`config.mk`:
```
export PLATFORM = sky130hd
export DESIGN_NAME = scs_adc_backend
export DESIGN_NICKNAME = d
export VERILOG_FILES = /design/src/rtl/scs_pkg.sv /design/src/rtl/scs_ramp_seq.sv /design/src/rtl/scs_col_sync.sv /design/src/rtl/scs_col_store.sv /design/src/rtl/scs_readout.sv /design/src/rtl/scs_adc_backend.sv
export SDC_FILE = /design/constraint.sdc
export NUM_CORES = 1
export LEC_CHECK = 0
export BUFFER_PORTS_ARGS = -buffer_cell sky130_fd_sc_hd__buf_4
export CORE_UTILIZATION = 61
export DETAILED_ROUTE_END_ITERATION = 8
export PLACE_DENSITY = 0.84
export SLEW_MARGIN = 25
export SYNTH_ARGS = -nofsm -noshare
export SYNTH_HDL_FRONTEND = slang
export SYNTH_SLANG_ARGS = --single-unit
```
`constraint.sdc`:
```
create_clock -name clk -period 2.8 [get_ports clk]
set_input_delay 0.56 -clock clk [delete_from_list [all_inputs] [get_ports clk]]
set_output_delay 0.56 -clock clk [all_outputs]
set_load 0.1 [all_outputs]
```
`src/rtl/scs_pkg.sv`:
```
package scs_pkg;
  localparam int CODE_W = 10;
  localparam int DAC_W  = 14;
  localparam int OUT_W  = CODE_W + 1;
  localparam int NSEG   = 3;

  typedef logic [CODE_W-1:0] code_t;
  typedef logic [DAC_W-1:0]  dac_t;

  typedef struct packed {
    logic  ovr;
    code_t code;
  } entry_t;

  localparam code_t CODE_MAX = {CODE_W{1'b1}};

  // lower edges of segments 1 and 2 of the ramp schedule
  localparam int SEG1_LO = 1 << (CODE_W - 1);
  localparam int SEG2_LO = 3 << (CODE_W - 2);

  function automatic code_t bin2gray(code_t b);
    return b ^ (b >> 1);
  endfunction

  function automatic code_t gray2bin(code_t g);
    code_t b;
    b[CODE_W-1] = g[CODE_W-1];
    for (int i = CODE_W - 2; i >= 0; i--) b[i] = b[i+1] ^ g[i];
    return b;
  endfunction

  function automatic int unsigned seg_of(code_t c);
    if (int'(c) < SEG1_LO) return 0;
    else if (int'(c) < SEG2_LO) return 1;
    else return 2;
  endfunction

  // ramp increment applied when leaving count c: doubles per segment
  function automatic dac_t step_of(code_t c);
    return dac_t'(1) << seg_of(c);
  endfunction
endpackage

```
`src/rtl/scs_ramp_seq.sv`:
```
module scs_ramp_seq
  import scs_pkg::*;
(
  input  logic  clk,
  input  logic  rst_n,
  input  logic  conv_start,
  output logic  run_q,
  output logic  start_acc,
  output logic  cnt_last,
  output logic  wr_sel,
  output code_t gray,
  output dac_t  dac
);
  code_t count_q;
  dac_t  dac_q;

  assign start_acc = conv_start && !run_q;
  assign cnt_last  = run_q && (count_q == CODE_MAX);
  assign gray      = bin2gray(count_q);
  assign dac       = dac_q;

  always_ff @(posedge clk or negedge rst_n) begin
    if (!rst_n) begin
      run_q   <= 1'b0;
      count_q <= '0;
      dac_q   <= '0;
      wr_sel  <= 1'b0;
    end else if (start_acc) begin
      run_q   <= 1'b1;
      count_q <= '0;
      dac_q   <= '0;
      wr_sel  <= ~wr_sel;
    end else if (cnt_last) begin
      run_q   <= 1'b0;
      count_q <= '0;
      dac_q   <= '0;
    end else if (run_q) begin
      count_q <= count_q + code_t'(1);
      dac_q   <= dac_q + step_of(count_q);
    end
  end
endmodule

```
`src/rtl/scs_col_sync.sv`:
```
module scs_col_sync #(
  parameter int NCOL   = 6,
  parameter int STAGES = 2
) (
  input  logic            clk,
  input  logic            rst_n,
  input  logic [NCOL-1:0] cmp_in,
  output logic [NCOL-1:0] cmp_sync
);
  for (genvar i = 0; i < NCOL; i++) begin : g_col
    logic [STAGES-1:0] sh_q;
    always_ff @(posedge clk or negedge rst_n) begin
      if (!rst_n) sh_q <= '0;
      else        sh_q <= {sh_q[STAGES-2:0], cmp_in[i]};
    end
    assign cmp_sync[i] = sh_q[STAGES-1];
  end
endmodule

```
`src/rtl/scs_col_store.sv`:
```
module scs_col_store
  import scs_pkg::*;
#(
  parameter int NCOL = 6
) (
  input  logic                       clk,
  input  logic                       rst_n,
  input  logic                       start_acc,
  input  logic                       run_q,
  input  logic                       cnt_last,
  input  logic                       wr_sel,
  input  logic [NCOL-1:0]            cmp_sync,
  input  code_t                      gray,
  output logic [NCOL-1:0]            keeper_vec,
  output logic [NCOL-1:0]            cap_vec,
  output logic [NCOL-1:0][OUT_W-1:0] rd_words
);
  for (genvar i = 0; i < NCOL; i++) begin : g_col
    logic   keep_q;
    entry_t word0_q, word1_q;
    entry_t wr_ent;

    assign cap_vec[i]    = run_q && !keep_q && (cmp_sync[i] || cnt_last);
    assign wr_ent.ovr    = !cmp_sync[i];
    assign wr_ent.code   = gray;
    assign keeper_vec[i] = keep_q;
    assign rd_words[i]   = wr_sel ? word0_q : word1_q;

    always_ff @(posedge clk or negedge rst_n) begin
      if (!rst_n) begin
        keep_q  <= 1'b0;
        word0_q <= '0;
        word1_q <= '0;
      end else if (start_acc) begin
        keep_q <= 1'b0;
      end else if (cap_vec[i]) begin
        keep_q <= 1'b1;
        if (wr_sel) word1_q <= wr_ent;
        else        word0_q <= wr_ent;
      end
    end
  end
endmodule

```
`src/rtl/scs_readout.sv`:
```
module scs_readout
  import scs_pkg::*;
#(
  parameter int NCOL   = 6,
  parameter int ADDR_W = 3
) (
  input  logic                       clk,
  input  logic                       rst_n,
  input  logic [NCOL-1:0][OUT_W-1:0] rd_words,
  input  logic [ADDR_W-1:0]          col_sel,
  output logic [OUT_W-1:0]           col_data
);
  entry_t sel_ent;

  always_comb begin
    sel_ent = '0;
    for (int c = 0; c < NCOL; c++)
      if (col_sel == ADDR_W'(c)) sel_ent = rd_words[c];
  end

  always_ff @(posedge clk or negedge rst_n) begin
    if (!rst_n) col_data <= '0;
    else        col_data <= {sel_ent.ovr, gray2bin(sel_ent.code)};
  end
endmodule

```
`src/rtl/scs_adc_backend.sv`:
```
module scs_adc_backend
  import scs_pkg::*;
#(
  parameter int NCOL   = 6,
  parameter int ADDR_W = 3
) (
  input  logic              clk,
  input  logic              rst_n,
  input  logic              conv_start,
  input  logic [NCOL-1:0]   cmp_in,
  input  logic [ADDR_W-1:0] col_sel,
  output logic [DAC_W-1:0]  dac_code,
  output logic [CODE_W-1:0] gray_bus,
  output logic [OUT_W-1:0]  col_data
);
  logic                       run_q, start_acc, cnt_last, wr_sel;
  logic [NCOL-1:0]            cmp_sync, keeper_vec, cap_vec;
  logic [NCOL-1:0][OUT_W-1:0] rd_words;

  scs_ramp_seq u_seq (
    .clk(clk), .rst_n(rst_n), .conv_start(conv_start),
    .run_q(run_q), .start_acc(start_acc), .cnt_last(cnt_last),
    .wr_sel(wr_sel), .gray(gray_bus), .dac(dac_code)
  );

  scs_col_sync #(.NCOL(NCOL), .STAGES(2)) u_sync (
    .clk(clk), .rst_n(rst_n), .cmp_in(cmp_in), .cmp_sync(cmp_sync)
  );

  scs_col_store #(.NCOL(NCOL)) u_store (
    .clk(clk), .rst_n(rst_n), .start_acc(start_acc), .run_q(run_q),
    .cnt_last(cnt_last), .wr_sel(wr_sel), .cmp_sync(cmp_sync),
    .gray(gray_bus), .keeper_vec(keeper_vec), .cap_vec(cap_vec),
    .rd_words(rd_words)
  );

  scs_readout #(.NCOL(NCOL), .ADDR_W(ADDR_W)) u_rd (
    .clk(clk), .rst_n(rst_n), .rd_words(rd_words), .col_sel(col_sel),
    .col_data(col_data)
  );
endmodule

```
==> flow_metrics.env <==
export IMPL_run_status="finished clean"
export IMPL_r2r_cells=8
export IMPL_dp_cells=1142
export IMPL_worstPathArrival_ps=2970
export IMPL_skew_ps=9.11
export IMPL_cellPowerDensity_mw_per_mm2=900
export IMPL_use_met1_pct=41.9
export IMPL_grt_max_degree=69
export IMPL_num_fill_cells=1003
export IMPL_htreeDepth=4
export IMPL_synth_cells=929
export IMPL_post_cts_buffers=0
export IMPL_routed_wl_um=21600
export IMPL_total_power_w=0.00898
export IMPL_avgSynthCellArea_sq_um=9.51
export IMPL_crit_path_start_kind="register"
export IMPL_synth_seq_cells=187
export IMPL_end_kind="register"
export IMPL_grt_pass1_wl_um=35800
export IMPL_r2r_setup_slack_ps=140
export IMPL_critical_path_class="register to register"
export IMPL_overflow=0
export IMPL_max_slew_margin_pct=55.6
export IMPL_grtUsageTotal_pct=31.8
export IMPL_max_slew_worst_pin_slew_ps=664
export IMPL_fp_dieW_um=122
export IMPL_finalSetupViolations=0
export IMPL_finalHoldViolations=0
export IMPL_p_clk_share_pct=25.9
export IMPL_io_buffers=46
export IMPL_cts_tree="built"
export IMPL_syn2layout_area_growth_pct=13.0
export IMPL_clk_pin_slew_ps=70
export IMPL_grt_antenna_before_repair=0
export IMPL_hp_class="input pin to async pin"
export IMPL_top_usage_layer="met2"
export IMPL_crit_path_start="u_seq.wr_sel$_DFFE_PN0P_"
export IMPL_tns_ps=0
export IMPL_synth_cell_area_sq_mm=0.00883
export IMPL_ant_nets=0
export IMPL_internal_power_w=0.00506
export IMPL_cts_hold_buf=0
export IMPL_timing_fmax_ghz=0.376
export IMPL_instances_no_fill=1174
export IMPL_num_rows=43
export IMPL_required_ps=3110
export IMPL_ys_flop_type="dfrtp_1"
export IMPL_antennaDiodeCount=0
export IMPL_drc=0
export IMPL_fp_dieArea_sq_mm=0.0150
export IMPL_power_share_combinational_pct=38.4
export IMPL_ios=47
export IMPL_irDropWorstVdd_mv=1.55
export IMPL_path_max_fanout=22
export IMPL_clkLatencyLatePin_ps=440
export IMPL_drive_gt1_share_pct=16.6
export IMPL_synth_cell_types=60
export IMPL_gp_congestion=0.883
export IMPL_dp_hpwl_um=14900
export IMPL_leakagePower_nw=5.06
export IMPL_cts_max_path_buffers=2
export IMPL_synthArstFlopShare_pct=100
export IMPL_cts_buffers=17
export IMPL_firstDrtPassIters=5
export IMPL_core_area_sq_mm=0.0140
export IMPL_clock_sinks=187
export IMPL_min_period_over_period_pct=94.9
export IMPL_synth_warnings=0
export IMPL_rsz0062_at_grt="no"
export IMPL_start_util_pct=63.1
export IMPL_cts_resized=0
export IMPL_root_buffer="clkbuf_16"
export IMPL_swShare_pct=43.6
export IMPL_cap_violations=0
export IMPL_netSwitchingPower_w=0.00392
export IMPL_synth_edff_count=0
export IMPL_vias=6964
export IMPL_drtIter0Drc=713
export IMPL_seqPwrFrac_pct=35.7
export IMPL_use_met3_pct=6.74
export IMPL_final_nets=1009
export IMPL_rr_endpoint="u_rd.col_data[1]$_DFF_PN0_"
export IMPL_grt_pass1_vias=7097
export IMPL_min_period_ps=2660
export IMPL_r2r_start="u_seq.wr_sel$_DFFE_PN0P_"
export IMPL_yosysSeqAreaShare_pct=53.0
export IMPL_vias_per_cell=5.93
export IMPL_die_h_um=122
export IMPL_crit_path_end="u_rd.col_data[1]$_DFF_PN0_"
export IMPL_syn_num_nets=957
export IMPL_routedWlPerCell_um=18.4
export IMPL_groute_layer_met2_usage_pct=51.4
export IMPL_slew_violations=0
## per-layer routing
metal  share of wire (%)  up-vias
met5                   0        -
met4                 2.7        0
met3                 8.1       56
met2                  49      354
met1                  41     3415
li1                    -     3139
## how the worst min path moves through the flow
stage | from | endpoint | slack (ps) | cells after the start
CTS | rst_n | u_store.g_col[5].word0_q[10]$_DFFE_PN0P_ | 140 | 1
floorplan | rst_n | u_rd.col_data[0]$_DFF_PN0_ | 260 | 0
finish | rst_n | u_store.g_col[5].word1_q[10]$_DFFE_PN0P_ | 120 | 1
detailed placement | u_sync.g_col[5].sh_q[0]$_DFF_PN0_ | u_sync.g_col[5].sh_q[1]$_DFF_PN0_ | 330 | 0
global route | rst_n | u_store.g_col[5].word0_q[10]$_DFFE_PN0P_ | 140 | 1
global placement | u_sync.g_col[4].sh_q[0]$_DFF_PN0_ | u_sync.g_col[4].sh_q[1]$_DFF_PN0_ | 330 | 0
## registers in the layout, summed over array words and instances (netlist names)
signal	cells
u_store.g_col.word0_q	66
u_store.g_col.word1_q	66
u_seq.dac	14
u_sync.g_col.sh_q	12
u_rd.col_data	11
u_seq.count_q	10
u_store.g_col.keep_q	6
u_seq.run_q	1
u_seq.wr_sel	1
## stage by stage
stage               setup WS (ps)  cell area (sq um)  utilization [%]  hold WS, ps
global route                 5.17               9980             71.4          141
detailed placement           7.73               9420             67.3          335
CTS                           147               9980             71.4          140
finish                        143               9980             71.4          119
floorplan                     218               8830                -          264
global placement             71.7               9420             67.3          333
## cells in the mapped netlist (all sizes together), types with 2 or more instances
master / count / share of area [%]
dfrtp: 187 / 53
or3: 2 / 0.14
ha: 15 / 2.1
nand2: 372 / 16
o211ai: 2 / 0.23
mux2i: 17 / 1.9
and3: 3 / 0.21
inv: 9 / 0.38
a2111oi: 3 / 0.38
and2b: 2 / 0.20
clkbuf: 29 / 1.2
a21oi: 7 / 0.61
buf: 26 / 2.5
o22ai: 10 / 0.71
a22o: 4 / 0.40
xnor2: 13 / 1.5
nor2: 49 / 2.1
mux4: 13 / 3.3
o21ai: 60 / 3.4
mux2: 14 / 1.8
a211oi: 11 / 0.93
a21o: 3 / 0.25
nand3: 15 / 0.85
and2: 2 / 0.14
xnor3: 2 / 0.52
nand4: 4 / 0.28
nor2b: 20 / 1.4
xor2: 12 / 1.2
a221oi: 2 / 0.20
or2: 7 / 0.50
nand2b: 2 / 0.14
## layout make-up
type	count	area [sq um]	share of cell area (%)
repair buffers	88	692	6.93
inverters	9	33.8	0.338
clock inverters	14	138	1.38
well taps	180	225	2.26
clock buffers	18	429	4.30
flip-flops and latches	187	4680	46.9
multi-input cells	678	3790	37.9
## placed cells by master, fill, tap and decap left out, types with 2 or more instances in the layout
cell and instances:
mux4_2 13, a21oi_1 4, a221oi_1 2, ha_1 15
inv_1 9, xnor2_1 11, or2_2 7, nand4_1 4
o22ai_1 10, and3_1 3, or3_1 2, clkinvlp_4 4
nor2b_1 20, xor2_1 12, dfrtp_1 186, clkbuf_16 17
xnor2_2 2, a21oi_2 2, nand2b_1 2, inv_6 4
buf_12 2, mux2_2 11, mux2_1 2, a211oi_1 11
mux2i_1 17, nand2_1 372, a21o_1 3, o21ai_0 58
and2_1 2, clkinv_4 3, a22o_1 4, buf_4 85
nor2_1 49, nand3_1 15
## power groups by stage
stage | clock [W] | combinational (W) | sequential (W)
3_3_place_gp | 0 | 0.00337 | 0.00324
2_1_floorplan | 0 | 0.00188 | 0.00404
4_1_cts | 0.00234 | 0.00345 | 0.00321
6_report | 0.00233 | 0.00345 | 0.00321
3_5_place_dp | 0 | 0.00342 | 0.00325
5_1_grt | 0.00247 | 0.00360 | 0.00325
## critical path, stage by stage (launching register included)
cell	delay, ps
dfrtp_2	500
buf_12	220
mux4_2	520
nand2_1	100
o41ai_2	80
xor2_1	240
xnor2_1	160
xnor3_2	310
xor3_1	390
## cell families after synthesis
group                      synth area share, %
and+or+nand+nor                           22.0
AOI/OAI and AO/OA                         8.02
DFF                                       53.0
muxes                                     7.07
buffers and inverters                     4.15
xor gates and xnor gates                  3.44
adders and majority gates                 2.35
Note: power is estimated with default switching activity, not from simulation.
